<file path="config.mk">
export PLATFORM = sky130hd
export DESIGN_NAME = lrr_router
export DESIGN_NICKNAME = d
export VERILOG_FILES = /design/src/rtl/lrr_pkg.sv /design/src/rtl/lrr_legacy_ctl.sv /design/src/rtl/lrr_timer_src.sv /design/src/rtl/lrr_line_merge.sv /design/src/rtl/lrr_router.sv
export SDC_FILE = /design/constraint.sdc
export NUM_CORES = 1
export LEC_CHECK = 0
export BUFFER_PORTS_ARGS = -buffer_cell sky130_fd_sc_hd__buf_2
export CORE_MARGIN = 5
export CORE_UTILIZATION = 29
export DETAILED_ROUTE_END_ITERATION = 12
export PLACE_DENSITY = 0.48
export SYNTH_ARGS = -nofsm -noshare
export SYNTH_HDL_FRONTEND = slang
export SYNTH_SLANG_ARGS = --single-unit
</file>
<file path="constraint.sdc">
create_clock -name clk -period 1.5 [get_ports clk]
set_clock_uncertainty 0.05 [all_clocks]
set_input_delay 0 -clock clk [delete_from_list [all_inputs] [get_ports clk]]
set_output_delay 0 -clock clk [all_outputs]
set_load 0.01 [all_outputs]
</file>
<file path="src/rtl/lrr_pkg.sv">
package lrr_pkg;
   // Where the legacy control stands, seen over the last two samples
   typedef enum logic [1:0] {
      PH_OFF   = 2'b00,
      PH_ENTER = 2'b01,
      PH_EXIT  = 2'b10,
      PH_ON    = 2'b11
   } leg_phase_e;

   localparam int LRR_MAX_LINES  = 32;
   localparam int LRR_MAX_TIMERS = 32;
   localparam int LRR_NO_LEGACY  = -1;
endpackage

</file>
<file path="src/rtl/lrr_legacy_ctl.sv">
module lrr_legacy_ctl
   import lrr_pkg::*;
(
   input  logic       clk,
   input  logic       rst_n,
   input  logic       legacy_en,
   input  logic       ext_rtc_irq,
   output leg_phase_e phase,
   output logic       leg_prev,
   output logic       rtc_held,
   output logic       tick_out_en
);
   logic tick_en_q;

   always_ff @(posedge clk) begin
      if (!rst_n) begin
         leg_prev  <= 1'b0;
         rtc_held  <= 1'b0;
         tick_en_q <= 1'b1;
      end else begin
         leg_prev  <= legacy_en;
         rtc_held  <= ext_rtc_irq;
         tick_en_q <= ~legacy_en;
      end
   end

   always_comb begin
      unique case ({leg_prev, legacy_en})
         2'b00:   phase = PH_OFF;
         2'b01:   phase = PH_ENTER;
         2'b10:   phase = PH_EXIT;
         default: phase = PH_ON;
      endcase
   end

   assign tick_out_en = tick_en_q;

   AST_ENTER_DROPS_EN: assert property (@(posedge clk) disable iff (!rst_n)
      (legacy_en && !leg_prev) |=> !tick_out_en);
   AST_EXIT_RAISES_EN: assert property (@(posedge clk) disable iff (!rst_n)
      (!legacy_en && leg_prev) |=> tick_out_en);
   AST_RTC_TRACKS: assert property (@(posedge clk) disable iff (!rst_n)
      legacy_en |=> (rtc_held == $past(ext_rtc_irq)));
endmodule

</file>
<file path="src/rtl/lrr_timer_src.sv">
module lrr_timer_src
   import lrr_pkg::*;
#(
   parameter int NUM_LINES   = 32,
   parameter int LEGACY_LINE = LRR_NO_LEGACY,
   localparam int ROUTE_W    = $clog2(NUM_LINES)
) (
   input  logic                 clk,
   input  logic                 rst_n,
   input  logic                 legacy_en,
   input  logic [ROUTE_W-1:0]   route,
   input  logic                 req,
   input  logic                 level,
   input  logic                 msg_en,
   output logic [NUM_LINES-1:0] hit
);
   logic               req_q;
   logic [ROUTE_W-1:0] sel_line;
   logic               fire;

   always_ff @(posedge clk) begin
      if (!rst_n) req_q <= 1'b0;
      else        req_q <= req;
   end

   generate
      if (LEGACY_LINE == LRR_NO_LEGACY) begin : g_plain
         assign sel_line = route;
      end else begin : g_legacy
         localparam logic [ROUTE_W-1:0] FIXED = ROUTE_W'(LEGACY_LINE);
         assign sel_line = legacy_en ? FIXED : route;
      end
   endgenerate

   // level type follows the request; edge type fires on 0->1 only
   assign fire = ~msg_en & (level ? req : (req & ~req_q));
   assign hit  = fire ? (NUM_LINES'(1) << sel_line) : '0;
endmodule

</file>
<file path="src/rtl/lrr_line_merge.sv">
module lrr_line_merge
   import lrr_pkg::*;
#(
   parameter int NUM_TMR   = 4,
   parameter int NUM_LINES = 32,
   parameter int LINE_A    = 0,
   parameter int LINE_B    = 8
) (
   input  logic                              clk,
   input  logic                              rst_n,
   input  logic [NUM_TMR-1:0][NUM_LINES-1:0] hits,
   input  leg_phase_e                        phase,
   input  logic                              ext_tick_irq,
   input  logic                              ext_rtc_irq,
   input  logic                              rtc_held,
   output logic [NUM_LINES-1:0]              irq_line
);
   logic [NUM_LINES-1:0] acc;
   logic [NUM_LINES-1:0] irq_q;

   always_comb begin
      acc = '0;
      for (int t = 0; t < NUM_TMR; t++) acc = acc | hits[t];
      unique case (phase)
         PH_OFF: begin
            acc[LINE_A] = acc[LINE_A] | ext_tick_irq;
            acc[LINE_B] = acc[LINE_B] | ext_rtc_irq;
         end
         PH_ENTER: begin
            acc[LINE_A] = 1'b0;
            acc[LINE_B] = 1'b0;
         end
         PH_EXIT: begin
            acc[LINE_A] = 1'b0;
            acc[LINE_B] = rtc_held;
         end
         default: ;
      endcase
   end

   always_ff @(posedge clk) begin
      if (!rst_n) irq_q <= '0;
      else        irq_q <= acc;
   end

   assign irq_line = irq_q;

   AST_ENTER_QUIET: assert property (@(posedge clk) disable iff (!rst_n)
      (phase == PH_ENTER) |=> (!irq_line[LINE_A] && !irq_line[LINE_B]));
   AST_EXIT_RESTORE: assert property (@(posedge clk) disable iff (!rst_n)
      (phase == PH_EXIT) |=> (!irq_line[LINE_A] && irq_line[LINE_B] == $past(rtc_held)));
   AST_OFF_TICK_PASS: assert property (@(posedge clk) disable iff (!rst_n)
      (phase == PH_OFF && ext_tick_irq) |=> irq_line[LINE_A]);
endmodule

</file>
<file path="src/rtl/lrr_router.sv">
module lrr_router
   import lrr_pkg::*;
#(
   parameter int NUM_TMR   = 4,
   parameter int NUM_LINES = 32,
   parameter int LINE_A    = 0,
   parameter int LINE_B    = 8,
   localparam int ROUTE_W  = $clog2(NUM_LINES)
) (
   input  logic                       clk,
   input  logic                       rst_n,
   input  logic                       legacy_en,
   input  logic [NUM_TMR*ROUTE_W-1:0] tmr_route,
   input  logic [NUM_TMR-1:0]         tmr_req,
   input  logic [NUM_TMR-1:0]         tmr_level,
   input  logic [NUM_TMR-1:0]         tmr_msg_en,
   input  logic                       ext_tick_irq,
   input  logic                       ext_rtc_irq,
   output logic [NUM_LINES-1:0]       irq_line,
   output logic                       tick_out_en
);
   generate
      if (NUM_TMR < 2 || NUM_TMR > LRR_MAX_TIMERS) begin : g_bad_tmr
         $error("lrr_router: NUM_TMR must lie in 2..32");
      end
      if (NUM_LINES < 2 || NUM_LINES > LRR_MAX_LINES || (NUM_LINES & (NUM_LINES - 1)) != 0) begin : g_bad_lines
         $error("lrr_router: NUM_LINES must be a power of two up to 32");
      end
      if (LINE_A >= NUM_LINES || LINE_B >= NUM_LINES || LINE_A == LINE_B) begin : g_bad_legacy
         $error("lrr_router: legacy lines must be distinct and inside the bank");
      end
   endgenerate

   leg_phase_e                        phase;
   logic                              leg_prev;
   logic                              rtc_held;
   logic [NUM_TMR-1:0][NUM_LINES-1:0] hits;

   lrr_legacy_ctl i_ctl (
      .clk         (clk),
      .rst_n       (rst_n),
      .legacy_en   (legacy_en),
      .ext_rtc_irq (ext_rtc_irq),
      .phase       (phase),
      .leg_prev    (leg_prev),
      .rtc_held    (rtc_held),
      .tick_out_en (tick_out_en)
   );

   for (genvar t = 0; t < NUM_TMR; t++) begin : g_tmr
      localparam int LEG = (t == 0) ? LINE_A : (t == 1) ? LINE_B : LRR_NO_LEGACY;
      lrr_timer_src #(
         .NUM_LINES   (NUM_LINES),
         .LEGACY_LINE (LEG)
      ) i_src (
         .clk       (clk),
         .rst_n     (rst_n),
         .legacy_en (legacy_en),
         .route     (tmr_route[t*ROUTE_W +: ROUTE_W]),
         .req       (tmr_req[t]),
         .level     (tmr_level[t]),
         .msg_en    (tmr_msg_en[t]),
         .hit       (hits[t])
      );
   end

   lrr_line_merge #(
      .NUM_TMR   (NUM_TMR),
      .NUM_LINES (NUM_LINES),
      .LINE_A    (LINE_A),
      .LINE_B    (LINE_B)
   ) i_merge (
      .clk          (clk),
      .rst_n        (rst_n),
      .hits         (hits),
      .phase        (phase),
      .ext_tick_irq (ext_tick_irq),
      .ext_rtc_irq  (ext_rtc_irq),
      .rtc_held     (rtc_held),
      .irq_line     (irq_line)
   );

   AST_LEG_T0_OWNS_A: assert property (@(posedge clk) disable iff (!rst_n)
      (legacy_en && leg_prev && tmr_req[0] && tmr_level[0] && !tmr_msg_en[0]) |=> irq_line[LINE_A]);
   AST_LEG_T1_OWNS_B: assert property (@(posedge clk) disable iff (!rst_n)
      (legacy_en && leg_prev && tmr_req[1] && tmr_level[1] && !tmr_msg_en[1]) |=> irq_line[LINE_B]);
   AST_MSG_SILENT: assert property (@(posedge clk) disable iff (!rst_n)
      ((&tmr_msg_en) && legacy_en && leg_prev) |=> (irq_line == '0));
endmodule

</file>
==> flow_summary.yaml, run 1 <==
power_and_ir_drop:
  p_seq_share_pct: 47.6
  p_sw_share_pct: 27.3
  pwr-share-comb_pct: 16.7
  clkPwrFrac_pct: 35.7
  power.net_switching_w: 0.000608
  cellLeakagePower_nw: 1.12
  p_int_w: 0.00162
  ir_drop_v: 0.000320
  power_density_nw_per_um2: 771
synth:
  async_flop_share_pct: 0
  yosys.area.top_type: "dfxtp_1"
  ys_ff_latch: 39
  netlist_area_um2: 2280
  syn_inst: 268
  synth_ff_type: "dfxtp_1"
  synth_area_per_cell_um2: 8.50
  yosysUniqueCellTypes: 41
  synth_area_leaders: "dfxtp_1 34%, o22ai_1 14%, o21a_1 8.2%, nor2b_1 3.8%, nand4b_1 3.5%"
  synth_edf_count: 0
  synth_top_area_share_pct: 34.3
  ys_warn_count: 0
  syn_nets: 305
  ys_seq_area_share_pct: 34.3
global_routing:
  grt-ovfl-total: 0
  grt_pass1_wl_mm: 12.4
  grt_usage_pct: 16.1
  grt_antenna_before_repair: 0
  met2_usage_pct: 24.2
  grt_max_degree: 20
  gr-usage-met1_pct: 21.9
  met3_usage_pct: 4.81
  grt_pass1_vias: 2376
  grt_busiest_layer: "met2"
critical_path:
  r2r_end: "i_merge.irq_line[12]"
  rr_worst_depth: 5
  critical_path.endpoint: "i_merge.irq_line[7]"
  r2r_start: "g_tmr[3].i_src.req_q"
  crit_fanout: 9
  reg2reg_slack_ns: 0.11
  start_kind: "primary input"
  arrival_ns: 1.56
  criticalPathCategory: "primary input to register"
  required_ns: 1.63
  cp-end-kind: "register"
  cp-startpoint: "tmr_req[0]"
sta:
  rsz0062_at_grt: "no"
  fmax_mhz: 699
  tightest_slew_ns: 0.473
  layout_worst_path_cycle_share_pct: 95.4
  slew_viol_final: 0
  period_needed_ns: 1.43
  setup_violations: 0
  relSlewSlack_pct: 68.5
  hold_viol: 0
  worst_slack_ns: 0.0686
  finalSetupTns_ns: 0
cells_and_area:
  area_delta_synth_final_pct: 26.9
  diodes: 0
  final_common_cell: "buf_2"
  nNetsFinal: 374
  stdcell_area_um2: 2890
  layout_common_cells: "69 x buf_2, 51 x o22ai_1, 39 x dfxtp_1, 25 x o21a_1, 17 x nor2_1"
  drive_gt1_share_pct: 29.9
routing:
  drc_errors: 0
  firstDrtPassIters: 5
  vias: 2436
  ant_nets: 0
  drtIter0Drc: 249
  post_drt_wl_per_cell_um: 17.9
  vias_per_cell: 5.54
  drt-total-wl_mm: 7.89
clocking:
  root_buffer: "clkbuf_8"
  clock-sinks: 39
  cts_max_level: 2
  clk_latency_ns: 0.29
  numCtsBuffers: 5
  cts.clk_slew.worst_paths_ns: 0.08
  cts_tree: "yes"
  clk_path_buf_depth: 2
outcome:
  outcome: "finished clean"
floorplanning:
  die_h_um: 98.6
  ios: 70
  core_um2: 7690
  start_util_pct: 29.6
  dieArea_um2: 9730
  core.rowCount: 32
  die_x_um: 98.6
placed_design:
  placed_area_um2: 2700
  post-dp-hpwl_mm: 5.90
  portBuffers: 69
  gp_congestion: 0.885
  pre_cts_ws_ns: 0.0898
worst_hold_path:
  hp-class: "primary input to register"
job:
  cap_violations: 0
-- final cells by class --
class                   instances  area [um^2]
multi-input cells             207         1420
flip-flops and latches         39          781
clock buffers                   8          100
inverters                       2         7.51
repair buffers                 82          458
fillers                       834         4800
well taps                     102          128
-- critical path, stage by stage --
cell           delay [ns]
dlygate4sd3_1        0.53
buf_2                0.12
nor2b_1              0.12
buf_4                0.17
nand4_2              0.20
o22ai_1              0.14
o31a_1               0.28
-- stage by stage --
step | power, W | utilization (%) | hold slack, ns | cells
floorplan | 0.00130 | - | 0.0717 | 268
finish | 0.00223 | 37.6 | 0.0210 | 440
CTS | 0.00223 | 37.1 | 0.0231 | 439
detailed placement | 0.00143 | 35.2 | 0.165 | 426
global route | 0.00234 | 37.6 | 0.0401 | 440
global placement | 0.00143 | 35.2 | 0.161 | 426
-- registers in the layout (all words and copies together) (netlist names) --
| register | cells |
|---|---|
| g_tmr.i_src.req_q | 4 |
| i_merge.irq_line | 32 |
| i_ctl.tick_out_en | 1 |
| i_ctl.rtc_held | 1 |
| i_ctl.leg_prev | 1 |
-- worst min path at each step --
stage / startpoint / to / cells past startpoint
after floorplan: tmr_req[0] / g_tmr[0].i_src.req_q / 1
after global placement: tmr_req[2] / g_tmr[2].i_src.req_q / 2
after detailed placement: tmr_req[2] / g_tmr[2].i_src.req_q / 2
after CTS: ext_tick_irq / i_merge.irq_line[0] / 4
after global routing: ext_tick_irq / i_merge.irq_line[0] / 4
final: ext_tick_irq / i_merge.irq_line[0] / 4
-- synthesized netlist by cell type, types with 5 or more instances --
cell,number
nand4b_1,9
o31a_1,5
dfxtp_1,39
nand4_1,10
nor2b_1,14
o21a_1,25
buf_2,8
clkbuf_1,9
o22ai_1,51
nand2_1,10
and2_1,8
nor2_1,17
nand2b_1,11
nand3_1,8
-- logic make-up after synthesis --
family,share of synthesized area [%]
AO/OA/AOI/OAI,29.1
XOR/XNOR,0.384
buffers and inverters,4.72
flip-flops,34.3
multiplexers,0.439
AND/OR/NAND/NOR,31.1
-- layer usage --
layer / vias up / routed length, um
li1: 1168 / -
met1: 1118 / 3590
met2: 135 / 3410
met3: 15 / 745
met4: 0 / 143
met5: - / 0
-- repair_timing --
| action | CTS | global route |
|---|---|---|
| buffers inserted | 0 | 2 |
| endpoints found under the setup margin | 0 | 15 |
| resized for setup | 0 | 7 |
| endpoints found under the hold margin | 5 | 0 |
| hold buffers | 5 | 0 |
-- power groups by stage --
| stage | Sequential, W | Combinational [W] | Clock (W) |
|---|---|---|---|
| 2_1_floorplan | 0.00109 | 0.000207 | 0 |
| 3_3_place_gp | 0.00109 | 0.000346 | 0 |
| 3_5_place_dp | 0.00109 | 0.000349 | 0 |
| 4_1_cts | 0.00106 | 0.000360 | 0.000813 |
| 5_1_grt | 0.00106 | 0.000403 | 0.000872 |
| 6_report | 0.00106 | 0.000372 | 0.000796 |
No activity file was read; power rests on OpenSTA's default activity.
==> run 2: changes to the inputs <==
PLACE_DENSITY = 0.47   (was 0.48)
SYNTH_HIERARCHICAL = 1   (was unset)
==> flow_summary.yaml, run 2 <==
outcome:
  outcome: "finished with violations"
  violations: "setup timing"
clocking:
  numCtsBuffers: 5
  clk_path_buf_depth: 2
  cts_max_level: 2
  clock-sinks: 39
  clk_latency_ns: 0.29
  root_buffer: "clkbuf_8"
  cts_tree: "yes"
  cts.clk_slew.worst_paths_ns: 0.08
cells_and_area:
  area_delta_synth_final_pct: 38.1
  nNetsFinal: 477
  instances_no_fill: 573
  largest_register_ffs: 32
  layout_common_cells: "69 x buf_2, 55 x nor4_1, 43 x buf_4, 41 x nor2_1, 37 x dfxtp_1"
  diodes: 0
  final_util_pct: 41.0
  n_fill_cell: 1006
  drive_gt1_share_pct: 43.2
  final_common_cell: "buf_2"
synth:
  ys_warn_count: 6
  synth_xor_xnor_area_share_pct: 0
  ys_ff_latch: 39
  synth_area_leaders: "dfxtp_1 27%, nor4_1 13%, o41a_1 12%, nor4_2 11%, nor2_1 5.6%"
  synth-adder-area-share_pct: 0
  async_flop_share_pct: 0
  yosysUniqueCellTypes: 38
  synth_top_family_by_area: "simple AND/OR/NAND/NOR gates"
  syn_nets: 376
  yosys.area.top_type: "dfxtp_1"
  syn_inst: 339
  synth_edf_count: 0
  synth_compound_area_share_pct: 12.9
  netlist_area_um2: 2900
  synth_common_cells: "58 x nor4_1, 43 x nor2_1, 39 x dfxtp_1"
  synth_most_common_cell: "nor4_1"
  synth_ff_type: "dfxtp_1"
  synth_top_area_share_pct: 26.9
  ys_seq_area_share_pct: 26.9
  synth_area_per_cell_um2: 8.56
  synthMuxAreaShare_pct: 0
  synth_simple_gate_area_share_pct: 52.6
global_routing:
  grt_pass1_vias: 3092
  grt_antenna_before_repair: 0
  grt_pass1_wl_mm: 16.7
  grt-ovfl-total: 0
  grt_max_degree: 40
  grt_usage_pct: 18.2
placed_design:
  post-dp-hpwl_mm: 8.40
  gp_congestion: 0.909
  portBuffers: 69
  dp_cells: 556
sta:
  slew_viol_final: 0
  setup_violations: 1
  worst_slack_ns: -0.0148
  hold_viol: 0
  relSlewSlack_pct: 65.1
  fmax_mhz: 660
  layout_worst_path_cycle_share_pct: 101
  period_needed_ns: 1.51
  tightest_slew_ns: 0.519
  rsz0062_at_grt: "yes"
routing:
  post_drt_wl_per_cell_um: 18.9
  drt-total-wl_mm: 10.8
  vias: 3114
  vias_per_cell: 5.43
  drc_errors: 0
  drtIter0Drc: 303
  firstDrtPassIters: 4
  ant_nets: 0
critical_path:
  path_cells: "nand2b_4 > nand2_2 > a21oi_2 > or4_4 > o311ai_2 > a21oi_1"
  rr_worst_depth: 6
  critical-path-slowest-cell: "or4_4"
  cp-end-kind: "register"
  arrival_ns: 1.65
  criticalPathCategory: "register to register"
  slowest_delay_ns: 0.53
  start_kind: "register"
  required_ns: 1.63
  crit_fanout: 5
floorplanning:
  dieArea_um2: 12100
  die_x_um: 110
  start_util_pct: 29.7
  core.rowCount: 36
  ios: 70
  die_h_um: 110
  core_um2: 9770
power_and_ir_drop:
  power_density_nw_per_um2: 627
  ir_drop_v: 0.000331
  cellLeakagePower_nw: 1.38
job:
  cap_violations: 0
worst_hold_path:
  holdPathStages: 2
  hp-class: "primary input to register"
[run 2: worst max-delay path: cells and delay by family, from the launching register on]
family / cells / cell delay [ns]
compound gates: 3 / 0.31
flops: 1 / 0.34
simple gates: 3 / 0.70
[run 2: final timing paths]
check,end,slack [ns],from
worst min register to register,i_merge/irq_line[8],0.48,i_ctl/leg_prev
worst max register to register,i_merge/irq_line[8],-0.01,g_tmr[1].i_src/req_q
worst max-delay path,i_merge/irq_line[8],-0.01,g_tmr[1].i_src/req_q
worst min-delay path,i_ctl/leg_prev,0.05,legacy_en
[run 2: timing repair]
item                                    in CTS  in global routing
pin swaps                                    6                  7
resized for setup                            7                 18
hold buffers                                 7                  0
endpoints found under the setup margin      10                 25
hold endpoints to repair                     8                  0
setup buffers                                1                  3
[run 2: kinds of logic after synthesis]
kind of cell           after synthesis
DFF                                 39
AOI/OAI and AO/OA                   36
and+or+nand+nor                    225
buffers and inverters               39
[run 2: area by class of cell]
| cell class | count | area, um^2 | area share (%) |
|---|---|---|---|
| inverter | 2 | 7.51 | 0.187 |
| sequential | 39 | 783 | 19.6 |
| tap | 133 | 166 | 4.15 |
| clock buffer | 6 | 72.6 | 1.81 |
| multi-input combinational | 261 | 2000 | 50.0 |
| clock inverter | 1 | 30.0 | 0.750 |
| timing repair buffer | 131 | 943 | 23.5 |
[run 2: per-stage QoR]
step                      setup slack [ns]  hold WS (ns)  power, W  area, um^2  setup TNS (ns)
after floorplan                     -0.168        0.0119   0.00139        2920          -0.238
after global placement              -0.216         0.167   0.00162        3700          -0.352
after detailed placement            -0.153         0.171   0.00162        3700          -0.319
after CTS                          -0.0719        0.0362   0.00252        3920          -0.170
after global routing               -0.0511        0.0675   0.00262        4010          -0.420
final                              -0.0148        0.0509   0.00251        4010         -0.0148
[run 2: metal layers]
layer	share of wire, %	track usage (%)	vias up
li1	-	-	1519
met1	44	23.7	1474
met2	47	30.0	107
met3	6.5	2.91	14
met4	2.1	6.86	0
met5	0	0	-
[run 2: where the power goes]
| group | switching, W | total [W] | internal [W] |
|---|---|---|---|
| Clock | 0.000378 | 0.000866 | 0.000488 |
| Sequential | 0.00000768 | 0.00106 | 0.00105 |
| Combinational | 0.000337 | 0.000581 | 0.000244 |
==> run 3: changes to the inputs <==
SKIP_CTS_REPAIR_TIMING = 1   (was unset)
==> flow_summary.yaml, run 3 (synthesized netlist as in run 2, its figures left out) <==
outcome:
  outcome: "finished with violations"
  violations: "setup timing"
cells_and_area:
  layout_common_cells: "69 x buf_2, 52 x nor4_1, 43 x nor2_1, 43 x buf_4, 37 x dfxtp_1"
  area_delta_synth_final_pct: 37.4
  largest_register_ffs: 32
  drive_gt1_share_pct: 42.6
  diodes: 0
  n_fill_cell: 1011
  final_common_cell: "buf_2"
  nNetsFinal: 476
  instances_no_fill: 572
  final_util_pct: 40.8
global_routing:
  grt-ovfl-total: 0
  grt_pass1_wl_mm: 16.5
  grt_usage_pct: 17.9
  grt_max_degree: 40
  grt_pass1_vias: 3012
  grt_antenna_before_repair: 0
routing:
  vias_per_cell: 5.41
  route.top_layer_used: "met4"
  vias: 3097
  firstDrtPassIters: 4
  drc_errors: 0
  dr_wl_met2_mm: 5.03
  met3_length_um: 741
  ant_nets: 0
  m1WireLength_mm: 4.77
  drtIter0Drc: 224
  post_drt_wl_per_cell_um: 19.0
  drt-total-wl_mm: 10.8
sta:
  finalSetupTns_ns: -0.0294
  slew_viol_final: 0
  hold_viol: 0
  period_needed_ns: 1.53
  setup_violations: 1
  worst_slack_ns: -0.0294
  rsz0062_at_grt: "yes"
  layout_worst_path_cycle_share_pct: 102
  relSlewSlack_pct: 64.2
  fmax_mhz: 654
  tightest_slew_ns: 0.533
critical_path:
  start_kind: "register"
  rr_worst_depth: 6
  criticalPathCategory: "register to register"
  crit_fanout: 3
  arrival_ns: 1.66
  required_ns: 1.63
  cp-end-kind: "register"
clocking:
  cts.clk_slew.worst_paths_ns: 0.08
  clock-sinks: 39
  clk_latency_ns: 0.29
  cts_max_level: 2
  clk_path_buf_depth: 2
  numCtsBuffers: 5
  root_buffer: "clkbuf_8"
  cts_tree: "yes"
placed_design:
  gp_congestion: 0.909
  portBuffers: 69
  dp_cells: 556
  post-dp-hpwl_mm: 8.40
power_and_ir_drop:
  ir_drop_v: 0.000330
  power_density_nw_per_um2: 628
  cellLeakagePower_nw: 1.37
floorplanning:
  core_um2: 9770
  core.rowCount: 36
  dieArea_um2: 12100
  die_h_um: 110
  die_x_um: 110
  start_util_pct: 29.7
  ios: 70
worst_hold_path:
  holdPathStages: 2
  hp-class: "primary input to register"
job:
  cap_violations: 0
[run 3: cell type report]
| type | instances | area (um^2) | area share [%] |
|---|---|---|---|
| well taps | 133 | 166 | 4.17 |
| clock inverters | 1 | 30.0 | 0.753 |
| multi-input cells | 261 | 1990 | 49.8 |
| clock buffers | 6 | 72.6 | 1.82 |
| flip-flops and latches | 39 | 783 | 19.6 |
| inverters | 2 | 7.51 | 0.188 |
| repair buffers | 130 | 941 | 23.6 |
[run 3: worst max-delay path: stages (launching register included)]
cell	delay (ns)
dfxtp_1	0.32
nand2b_1	0.09
nand2_2	0.10
nor4_1	0.06
or4_4	0.52
o311ai_2	0.22
a21oi_1	0.06
[run 3: layer usage]
| metal | global-route usage [%] | vias up |
|---|---|---|
| met4 | 6.68 | 0 |
| met1 | 23.7 | 1440 |
| li1 | - | 1514 |
| met3 | 2.97 | 19 |
| met2 | 29.3 | 124 |
| met5 | 0 | - |
[run 3: final timing paths]
check	slack, ns	start	end
worst min-delay path	0.05	legacy_en	i_ctl/leg_prev
worst max-delay path	-0.03	g_tmr[0].i_src/req_q	i_merge/irq_line[8]
worst min register to register	0.48	i_ctl/leg_prev	i_merge/irq_line[8]
worst max register to register	-0.03	g_tmr[0].i_src/req_q	i_merge/irq_line[8]
[run 3: report_power, final]
part           switching, W  total (W)  internal [W]
combinational      0.000335   0.000578      0.000242
sequential       0.00000687    0.00106       0.00105
clock              0.000376   0.000864      0.000488
[run 3: per-stage QoR]
stage	hold WS (ns)	setup slack (ns)	cell area [um^2]	power, W
final	0.0454	-0.0294	3990	0.00250
after global routing	0.0642	-0.0847	3990	0.00261
after CTS	-0.139	-0.185	3800	0.00250
after detailed placement	0.171	-0.153	3700	0.00162
after global placement	0.167	-0.216	3700	0.00162
after floorplan	0.0119	-0.168	2920	0.00139
